`config.mk`:
```
export PLATFORM = sky130hd
export DESIGN_NAME = mc_hash_filter
export DESIGN_NICKNAME = d
export VERILOG_FILES = /design/src/rtl/mhf_pkg.sv /design/src/rtl/mhf_addr_collect.sv /design/src/rtl/mhf_hash_table.sv /design/src/rtl/mhf_decide.sv /design/src/rtl/mc_hash_filter.sv
export SDC_FILE = /design/constraint.sdc
export NUM_CORES = 1
export LEC_CHECK = 0
export BUFFER_PORTS_ARGS = -buffer_cell sky130_fd_sc_hd__buf_4
export CORE_MARGIN = 3
export CORE_UTILIZATION = 50
export DETAILED_ROUTE_END_ITERATION = 8
export GPL_ROUTABILITY_DRIVEN = 0
export PLACE_DENSITY = 0.75
export SLEW_MARGIN = 0
export SYNTH_ARGS = -nofsm -noshare
export SYNTH_HDL_FRONTEND = slang
export SYNTH_SLANG_ARGS = --single-unit
```
`constraint.sdc`:
```
create_clock -name clk -period 4.1 [get_ports clk]
set_clock_uncertainty 0.05 [all_clocks]
set_input_delay 0 -clock clk [delete_from_list [all_inputs] [get_ports clk]]
set_output_delay 0 -clock clk [all_outputs]
set_load 0.01 [all_outputs]
```
`src/rtl/mhf_pkg.sv`:
```
package mhf_pkg;

   localparam logic [31:0] CRC_POLY_REFL = 32'hEDB8_8320;
   localparam int          ADDR_BYTES    = 6;
   localparam int          WORD_BITS     = 32;
   localparam int          MAX_WORDS     = 8;

   localparam logic [7:0]  OFS_MODE      = 8'h08;
   localparam logic [7:0]  OFS_TBL_BASE  = 8'h10;
   localparam logic [7:0]  OFS_TBL_END   = 8'h30;
   localparam logic [7:0]  OFS_FEAT      = 8'h40;
   localparam logic [7:0]  OFS_STA_LO    = 8'h44;
   localparam logic [7:0]  OFS_STA_HI    = 8'h48;

   localparam logic [47:0] PAUSE_DA      = 48'h0100_00C2_8001;

   typedef struct packed {
      logic bcast_off;
      logic ctl_pass;
      logic uc_hash;
      logic mc_hash;
      logic mc_all;
      logic promisc;
   } mode_t;

   function automatic logic [31:0] crc_byte(input logic [31:0] c, input logic [7:0] d);
      logic [31:0] r;
      r = c ^ {24'h0, d};
      for (int i = 0; i < 8; i++)
         r = r[0] ? ((r >> 1) ^ CRC_POLY_REFL) : (r >> 1);
      return r;
   endfunction

endpackage

```
`src/rtl/mhf_addr_collect.sv`:
```
module mhf_addr_collect
   import mhf_pkg::*;
#(
   parameter int IDX_W = 7
) (
   input  logic             clk,
   input  logic             rst_n,
   input  logic             da_valid,
   input  logic             da_first,
   input  logic [7:0]       da_byte,
   output logic             done,
   output logic [47:0]      addr,
   output logic [IDX_W-1:0] idx
);

   localparam int CNT_W = $clog2(ADDR_BYTES);
   localparam logic [CNT_W-1:0] LAST = CNT_W'(ADDR_BYTES - 1);

   logic [CNT_W-1:0]              cnt_q;
   logic [ADDR_BYTES-2:0][7:0]    bytes_q;
   logic [31:0]                   crc_q;
   logic [31:0]                   crc_nx;

   always_comb begin
      crc_nx = crc_byte(da_first ? 32'hFFFF_FFFF : crc_q, da_byte);
      done   = da_valid && !da_first && (cnt_q == LAST);
      addr   = {da_byte, bytes_q};
      for (int j = 0; j < IDX_W; j++)
         idx[IDX_W-1-j] = ~crc_nx[j];
   end

   always_ff @(posedge clk or negedge rst_n) begin
      if (!rst_n) begin
         cnt_q <= '0;
         crc_q <= '1;
      end else if (da_valid) begin
         if (da_first) begin
            cnt_q <= CNT_W'(1);
            crc_q <= crc_nx;
         end else if (cnt_q != '0) begin
            cnt_q <= (cnt_q == LAST) ? '0 : cnt_q + CNT_W'(1);
            crc_q <= crc_nx;
         end
      end
   end

   for (genvar g = 0; g < ADDR_BYTES - 1; g++) begin : g_slot
      always_ff @(posedge clk or negedge rst_n) begin
         if (!rst_n)
            bytes_q[g] <= '0;
         else if (da_valid && ((g == 0 && da_first) ||
                               (!da_first && cnt_q == CNT_W'(g) && cnt_q != '0)))
            bytes_q[g] <= da_byte;
      end
   end

endmodule

```
`src/rtl/mhf_hash_table.sv`:
```
module mhf_hash_table
   import mhf_pkg::*;
#(
   parameter int HASH_BINS = 128
) (
   input  logic                           clk,
   input  logic                           rst_n,
   input  logic                           wr_en,
   input  logic [$clog2(MAX_WORDS)-1:0]   wr_word,
   input  logic [31:0]                    wdata,
   input  logic [$clog2(MAX_WORDS)-1:0]   rd_word,
   output logic [31:0]                    rd_data,
   input  logic [$clog2(HASH_BINS)-1:0]   idx,
   output logic                           hit
);

   localparam int WORDS = HASH_BINS / WORD_BITS;
   localparam int IDX_W = $clog2(HASH_BINS);
   localparam int SEL_W = IDX_W - 5;

   logic [WORDS-1:0][31:0] tbl_q;

   for (genvar w = 0; w < WORDS; w++) begin : g_word
      always_ff @(posedge clk or negedge rst_n) begin
         if (!rst_n)
            tbl_q[w] <= '0;
         else if (wr_en && int'(wr_word) == w)
            tbl_q[w] <= wdata;
      end
   end

   always_comb begin
      rd_data = (int'(rd_word) < WORDS) ? tbl_q[rd_word[SEL_W-1:0]] : '0;
      hit     = tbl_q[idx[IDX_W-1:5]][idx[4:0]];
   end

endmodule

```
`src/rtl/mhf_decide.sv`:
```
module mhf_decide
   import mhf_pkg::*;
(
   input  mode_t        mode,
   input  logic [47:0]  addr,
   input  logic [47:0]  station,
   input  logic         hit,
   output logic         accept
);

   always_comb begin
      if (mode.promisc)
         accept = 1'b1;
      else if (addr == '1)
         accept = !mode.bcast_off;
      else if (addr == PAUSE_DA)
         accept = mode.ctl_pass;
      else if (addr[0])
         accept = mode.mc_all || (mode.mc_hash && hit);
      else
         accept = (addr == station) || (mode.uc_hash && hit);
   end

endmodule

```
`src/rtl/mc_hash_filter.sv`:
```
module mc_hash_filter
   import mhf_pkg::*;
#(
   parameter int HASH_BINS = 128
) (
   input  logic        clk,
   input  logic        rst_n,
   input  logic        reg_wr,
   input  logic [7:0]  reg_addr,
   input  logic [31:0] reg_wdata,
   output logic [31:0] reg_rdata,
   input  logic        da_valid,
   input  logic        da_first,
   input  logic [7:0]  da_byte,
   output logic        rx_valid,
   output logic        rx_accept
);

   localparam int         IDX_W     = $clog2(HASH_BINS);
   localparam int         WSEL_W    = $clog2(MAX_WORDS);
   localparam logic [1:0] FEAT_CODE = 2'($clog2(HASH_BINS / WORD_BITS));

   if (HASH_BINS != 64 && HASH_BINS != 128 && HASH_BINS != 256) begin : g_bad_bins
      $error("HASH_BINS must be 64, 128 or 256");
   end

   mode_t              mode_q;
   logic [31:0]        sta_lo_q;
   logic [15:0]        sta_hi_q;
   logic               tbl_sel;
   logic [7:0]         tbl_off;
   logic [WSEL_W-1:0]  tbl_word;
   logic [31:0]        tbl_rd;
   logic               tbl_hit;
   logic               col_done;
   logic [47:0]        col_addr;
   logic [IDX_W-1:0]   col_idx;
   logic               verdict;

   always_comb begin
      tbl_sel  = (reg_addr >= OFS_TBL_BASE) && (reg_addr < OFS_TBL_END) && (reg_addr[1:0] == 2'b00);
      tbl_off  = reg_addr - OFS_TBL_BASE;
      tbl_word = tbl_off[WSEL_W+1:2];
   end

   always_ff @(posedge clk or negedge rst_n) begin
      if (!rst_n) begin
         mode_q   <= '0;
         sta_lo_q <= '0;
         sta_hi_q <= '0;
      end else if (reg_wr) begin
         if (reg_addr == OFS_MODE)   mode_q   <= mode_t'(reg_wdata[$bits(mode_t)-1:0]);
         if (reg_addr == OFS_STA_LO) sta_lo_q <= reg_wdata;
         if (reg_addr == OFS_STA_HI) sta_hi_q <= reg_wdata[15:0];
      end
   end

   always_comb begin
      reg_rdata = '0;
      if (reg_addr == OFS_MODE)        reg_rdata[$bits(mode_t)-1:0] = mode_q;
      else if (tbl_sel)                reg_rdata = tbl_rd;
      else if (reg_addr == OFS_FEAT)   reg_rdata[25:24] = FEAT_CODE;
      else if (reg_addr == OFS_STA_LO) reg_rdata = sta_lo_q;
      else if (reg_addr == OFS_STA_HI) reg_rdata[15:0] = sta_hi_q;
   end

   mhf_addr_collect #(.IDX_W(IDX_W)) u_col (
      .clk      (clk),
      .rst_n    (rst_n),
      .da_valid (da_valid),
      .da_first (da_first),
      .da_byte  (da_byte),
      .done     (col_done),
      .addr     (col_addr),
      .idx      (col_idx)
   );

   mhf_hash_table #(.HASH_BINS(HASH_BINS)) u_tbl (
      .clk     (clk),
      .rst_n   (rst_n),
      .wr_en   (reg_wr && tbl_sel),
      .wr_word (tbl_word),
      .wdata   (reg_wdata),
      .rd_word (tbl_word),
      .rd_data (tbl_rd),
      .idx     (col_idx),
      .hit     (tbl_hit)
   );

   mhf_decide u_dec (
      .mode    (mode_q),
      .addr    (col_addr),
      .station ({sta_hi_q, sta_lo_q}),
      .hit     (tbl_hit),
      .accept  (verdict)
   );

   always_ff @(posedge clk or negedge rst_n) begin
      if (!rst_n) begin
         rx_valid  <= 1'b0;
         rx_accept <= 1'b0;
      end else begin
         rx_valid  <= col_done;
         rx_accept <= col_done && verdict;
      end
   end

endmodule

```
==> impl_metrics.ini, run 1 <==
[run_status]
status = finished, final reports clean

[synthesis]
synth_cells = 1155
syn_nets = 1209
synth_area_leaders = dfrtp_1 (40%), mux2_2 (19%), mux4_2 (6.1%)
synth_cell_types = 58
synth_top_area_share_pct = 40.41
yosys.area.top_type = dfrtp_1
synth_edf_count = 0
yosysSeqAreaShare_pct = 46.39
async_flop_share_pct = 100.0
synth_ff_type = dfrtp_1
yosysMostFrequentCell = mux2_2
yosys-top-cells-count = mux2_2 (231), dfrtp_1 (227), nand2_1 (104)
ys_seq_elements = 259
synth_area_um2 = 14060
synth.avg_cell_area_um2 = 12.17
yosys_warnings = 0

[layout]
antenna-diode-count = 0
drive_gt1_share_pct = 37.16
fillers = 2181
nets = 1314
area_delta_synth_final_pct = 17.41
utilization_pct = 60.40

[floorplanning]
start_util_pct = 51.44
ioPinCount = 87
row_count = 60
die_w_um = 173.7
die_area_um2 = 30160
coreArea_um2 = 27330
die-height_um = 173.7

[cts]
cts_resized = 0
clock_sinks = 259
cts_buffers = 28
clk_latency_ps = 560
ctsHoldBuffers = 44
cts_setup_buffers = 0
h-tree-depth = 1
clock_path_buffers = 3
cts.clk_slew.worst_paths_ps = 60
root_buffer = clkbuf_16
cts_tree = built

[timing]
tightestPinTransition_ps = 1146
finalHoldViolations = 0
min_period_over_period_pct = 79.56
rsz0062_at_grt = false
fmax_mhz = 306.6
timing.hold.ws_ps = 20.49
maxSlewViolCount = 0
fin_ws_ps = 837.9
timing.slew.headroom_pct = 23.11
min_period_ps = 3262
setup_viol = 0
fin_tns_setup_ps = 0

[drt]
wl_um = 38160
wl_per_cell_um = 23.08
drtPass1Iterations = 5
ant_nets = 0
drtIter0Drc = 846
drc = 0
dr_total_vias = 10108
viasPerCell = 6.115

[pwr]
finalPower_uw = 9717
ir_drop_mv = 0.4258
powerDensity_nw_per_um2 = 588.7
p_leak_uw = 0.007571

[worst_hold_path]
min_path_type = in -> reg

[global_route]
antenna_found_initial = 0
grt_max_degree = 126
grtUsageTotal_pct = 25.01
grt_pass1_wl_um = 59940
grt_pass1_vias = 10301
overflow = 0

[place]
dp_hpwl_um = 25610
place_ws_ps = 900.9
port_buffers = 86

[job]
max_cap_viol_count = 0

[critical_path]
worstPathRequired_ps = 4520
crit_fanout = 18
path_class = reg -> reg
cp.arrival_ps = 3680
cp-end-kind = register
start_kind = register
==> registers in the layout, summed over array words and instances, names as in the netlist <==
register     cells
mode_q           6
rx_accept        1
sta_hi_q        16
sta_lo_q        32
rx_valid         1
u_col.cnt_q      3
u_col.addr      40
u_tbl.tbl_q    128
u_col.crc_q     32
==> metrics by stage <==
stage          instances  area [µm²]
2_1_floorplan       1155       14060
3_3_place_gp        1558       15040
3_5_place_dp        1558       15040
4_1_cts             1653       16500
5_1_grt             1653       16500
6_report            1653       16500
==> routing by layer <==
metal / global-route usage [%] / share of wire [%] / vias up
met5: 0 / 0 / -
met4: 9.584 / 4.3 / 0
met3: 5.410 / 7.2 / 115
met2: 39.23 / 46 / 402
met1: 34.34 / 42 / 5150
li1: - / - / 4441
==> final timing paths <==
check,start,to,slack [ps],cells past startpoint
min in group asynchronous,rst_n,sta_lo_q[3],110,2
worst max register to register,u_col.crc_q[0],rx_accept,840,10
worst max-delay path,u_col.crc_q[0],rx_accept,840,10
worst min register to register,u_col.crc_q[23],u_col.crc_q[23],420,2
worst min-delay path,da_first,u_col.cnt_q[0],20,3
max in group asynchronous,rst_n,u_col.crc_q[24],2840,3
==> placed cells by master (no fill, tap or decap), drive strengths merged, types with 22 or more instances in the layout <==
cell	Yosys	routed
nor4	31	31
o21ai	36	36
dlygate4sd3	0	44
mux4	38	38
mux2	231	231
dfstp	32	32
xnor2	71	71
clkbuf	37	42
buf	40	108
dfrtp	227	227
nand2	105	105
xor2	70	70
mux2i	22	22
nor2	47	47
==> cell families after synthesis <==
group | after synthesis | synth area share [%]
compound gates | 133 | 6.969
xor+xnor | 141 | 9.159
fa+ha+maj | 1 | 0.08899
buf+inv | 81 | 2.732
flops | 259 | 46.39
mux | 291 | 26.16
simple gates | 249 | 8.500
==> worst max-delay path, cell delays in order (launching register included) <==
cell	delay, ps
dfstp_2	610
xor2_1	170
mux2_2	400
xnor2_4	600
buf_4	350
a211oi_1	90
a311oi_1	260
nor3_1	90
nor4_1	260
nor4_1	100
a31oi_1	190
==> where the power goes <==
group	switching [µW]	total, µW	internal (µW)
Clock	1040	2740	1700
Sequential	451	3530	3080
Combinational	1890	3450	1560
==> layout make-up <==
type / instances / area (µm²) / area share (%)
Tap cell: 372 / 465.4 / 2.820
Inverter: 4 / 15.01 / 0.09097
Sequential cell: 259 / 6521 / 39.51
Multi-Input combinational cell: 815 / 7197 / 43.61
Clock buffer: 42 / 863.3 / 5.231
Clock inverter: 9 / 158.9 / 0.9628
Timing Repair Buffer: 152 / 1284 / 7.778
Note: power is estimated with default switching activity, not from simulation.
==> run 2, diff against run 1 <==
==> constraint.sdc (replaced) <==
create_clock -name clk -period 3.3 [get_ports clk]
set_clock_uncertainty 0.05 [all_clocks]
set_input_delay 0 -clock clk [delete_from_list [all_inputs] [get_ports clk]]
set_output_delay 0 -clock clk [all_outputs]
set_load 0.01 [all_outputs]
==> run 2 against run 1 <==
Compared with the run above: first-iteration DRC count is 13% higher; via count increased by 0.41%; highest routed layer unchanged; utilization grew 0.33 points; maximum frequency rose by 6.1%; power up 24%; count of clock-buffer cells in the layout decreased by 2; register-to-register slack got worse by 610 ps; critical path depth increased by 1; clock power grew 17%; hold slack improved by 22 ps; final cell count is 1.3% higher; setup slack got worse by 610 ps.
==> impl_metrics.ini, run 2 (synthesis results as in run 1) <==
[critical_path]
start_kind = register
cp_slowest_cell = dfstp_2
r2r-start = u_col.crc_q[2]
path_class = reg -> reg
cp-end-kind = register
path_delay_family = compound AO/OA/AOI/OAI gates
r2r-end = rx_accept
crit_chain = xnor2_1, o21ai_1, and2_2, buf_4, nand2_1, a31oi_1, a21oi_1, a2111oi_0, buf_4, nor4_1, a31oi_1
cp.arrival_ps = 3510
crit_fanout = 18
worstPathRequired_ps = 3730
regToRegSetupSlack_ps = 220
cp_num_buf_inv = 2
slowest_delay_ps = 590
r2r_cells = 11
critPathLaunch = u_col.crc_q[2]

[drt]
wl_per_cell_um = 22.86
viasPerCell = 6.063
drc = 0
wl_um = 38270
ant_nets = 0
drtIter0Drc = 954
drtPass1Iterations = 5
dr_total_vias = 10149

[timing]
maxSlewViolCount = 0
tightestPinTransition_ps = 902.9
fin_tns_setup_ps = 0
setup_viol = 0
timing.slew.headroom_pct = 39.30
fmax_mhz = 325.1
finalHoldViolations = 0
timing.hold.ws_ps = 42.05
rsz0062_at_grt = false
min_period_over_period_pct = 93.20
min_period_ps = 3076

[cts]
clock_path_buffers = 3
root_buffer = clkbuf_16
clk_latency_ps = 550
h-tree-depth = 1
cts_resized = 0
cts_buffers = 29
clock_sinks = 259
cts_tree = built
cts.clk_slew.worst_paths_ps = 60

[layout]
top_register = u_tbl.tbl_q
multi_input_area_um2 = 7197
fillers = 2193
ff_latch_area_um2 = 6521
nets = 1333
antenna-diode-count = 0
final_common_cell = mux2_2
post-route-cell-area_um2 = 16590
utilization_pct = 60.73
drive_gt1_share_pct = 37.94
layout_common_cells = mux2_2 (231), dfrtp_1 (227), buf_4 (120), nand2_1 (104), xor2_1 (69)
largest_reg_flops = 128
area_delta_synth_final_pct = 18.05

[floorplanning]
die_area_um2 = 30160
die-height_um = 173.7
ioPinCount = 87
start_util_pct = 51.44
die_w_um = 173.7
coreArea_um2 = 27330
row_count = 60

[global_route]
grtUsageTotal_pct = 25.17
grt_pass1_wl_um = 60640
overflow = 0
antenna_found_initial = 0
grt_pass1_vias = 10459
grt_max_degree = 109

[pwr]
sw_frac_of_total_pct = 35.79
p_sw_uw = 4307
intPower_uw = 7729
powerDensity_nw_per_um2 = 725.3
pwr-share-comb_pct = 37.0
ir_drop_mv = 0.4569
p_leak_uw = 0.007642
seq_power_share_pct = 36.3
pwr-share-clk_pct = 26.7

[worst_hold_path]
hold_path_end = mode_q[4]
hold_depth = 4
min_from = reg_addr[4]
min_path_type = in -> reg

[place]
dpl-instance-area_um2 = 15160
dp_hpwl_um = 25780
port_buffers = 86

[run_status]
status = finished, final reports clean

[job]
max_cap_viol_count = 0
run 2: worst max path at each step:
stage,to,slack (ps),depth (start not counted)
2_1_floorplan,rx_accept,680,11
3_3_place_gp,rx_accept,200,9
3_5_place_dp,rx_accept,160,9
4_1_cts,rx_accept,150,9
5_1_grt,rx_accept,50,11
6_report,rx_accept,220,11
run 2: layout make-up:
| type | instances | share of cell area, % |
|---|---|---|
| Clock buffer | 40 | 5.044 |
| Clock inverter | 14 | 0.7389 |
| Inverter | 4 | 0.09048 |
| Multi-Input combinational cell | 815 | 43.37 |
| Sequential cell | 259 | 39.30 |
| Tap cell | 372 | 2.805 |
| Timing Repair Buffer | 170 | 8.656 |
run 2: what timing repair did:
item,4_1_cts,5_1_grt
hold buffers,46,0
endpoints found under the setup margin,0,1
buffers inserted,0,2
endpoints found under the hold margin,334,0
run 2: power groups by stage:
| stage | combinational (µW) | sequential [µW] | clock, µW |
|---|---|---|---|
| after floorplan | 3300 | 4190 | 0 |
| after global placement | 4230 | 4380 | 0 |
| after global routing | 4830 | 4430 | 3390 |
| final | 4450 | 4370 | 3210 |
| after detailed placement | 4320 | 4400 | 0 |
| after CTS | 4400 | 4350 | 3260 |
run 2: tightest hold or removal path: cells and delay by family:
family        cells  cell delay [ps]
mux               1              200
buf+inv           1               90
simple gates      2              310
run 2: routing by layer:
layer,global-route usage [%],wire [µm],up-vias
li1,-,-,4482
met1,35.20,16490,5201
met2,40.39,17910,382
met3,4.161,2620,84
met4,8.110,1247,0
met5,0,0,-
run 2: stage by stage:
stage / total power (µW) / worst slack (ps) / std cells
floorplan: 7490 / 683.3 / 1155
global placement: 8612 / 196.0 / 1572
detailed placement: 8719 / 156.8 / 1572
CTS: 12020 / 153.6 / 1672
global route: 12650 / 49.89 / 1674
finish: 12040 / 224.4 / 1674
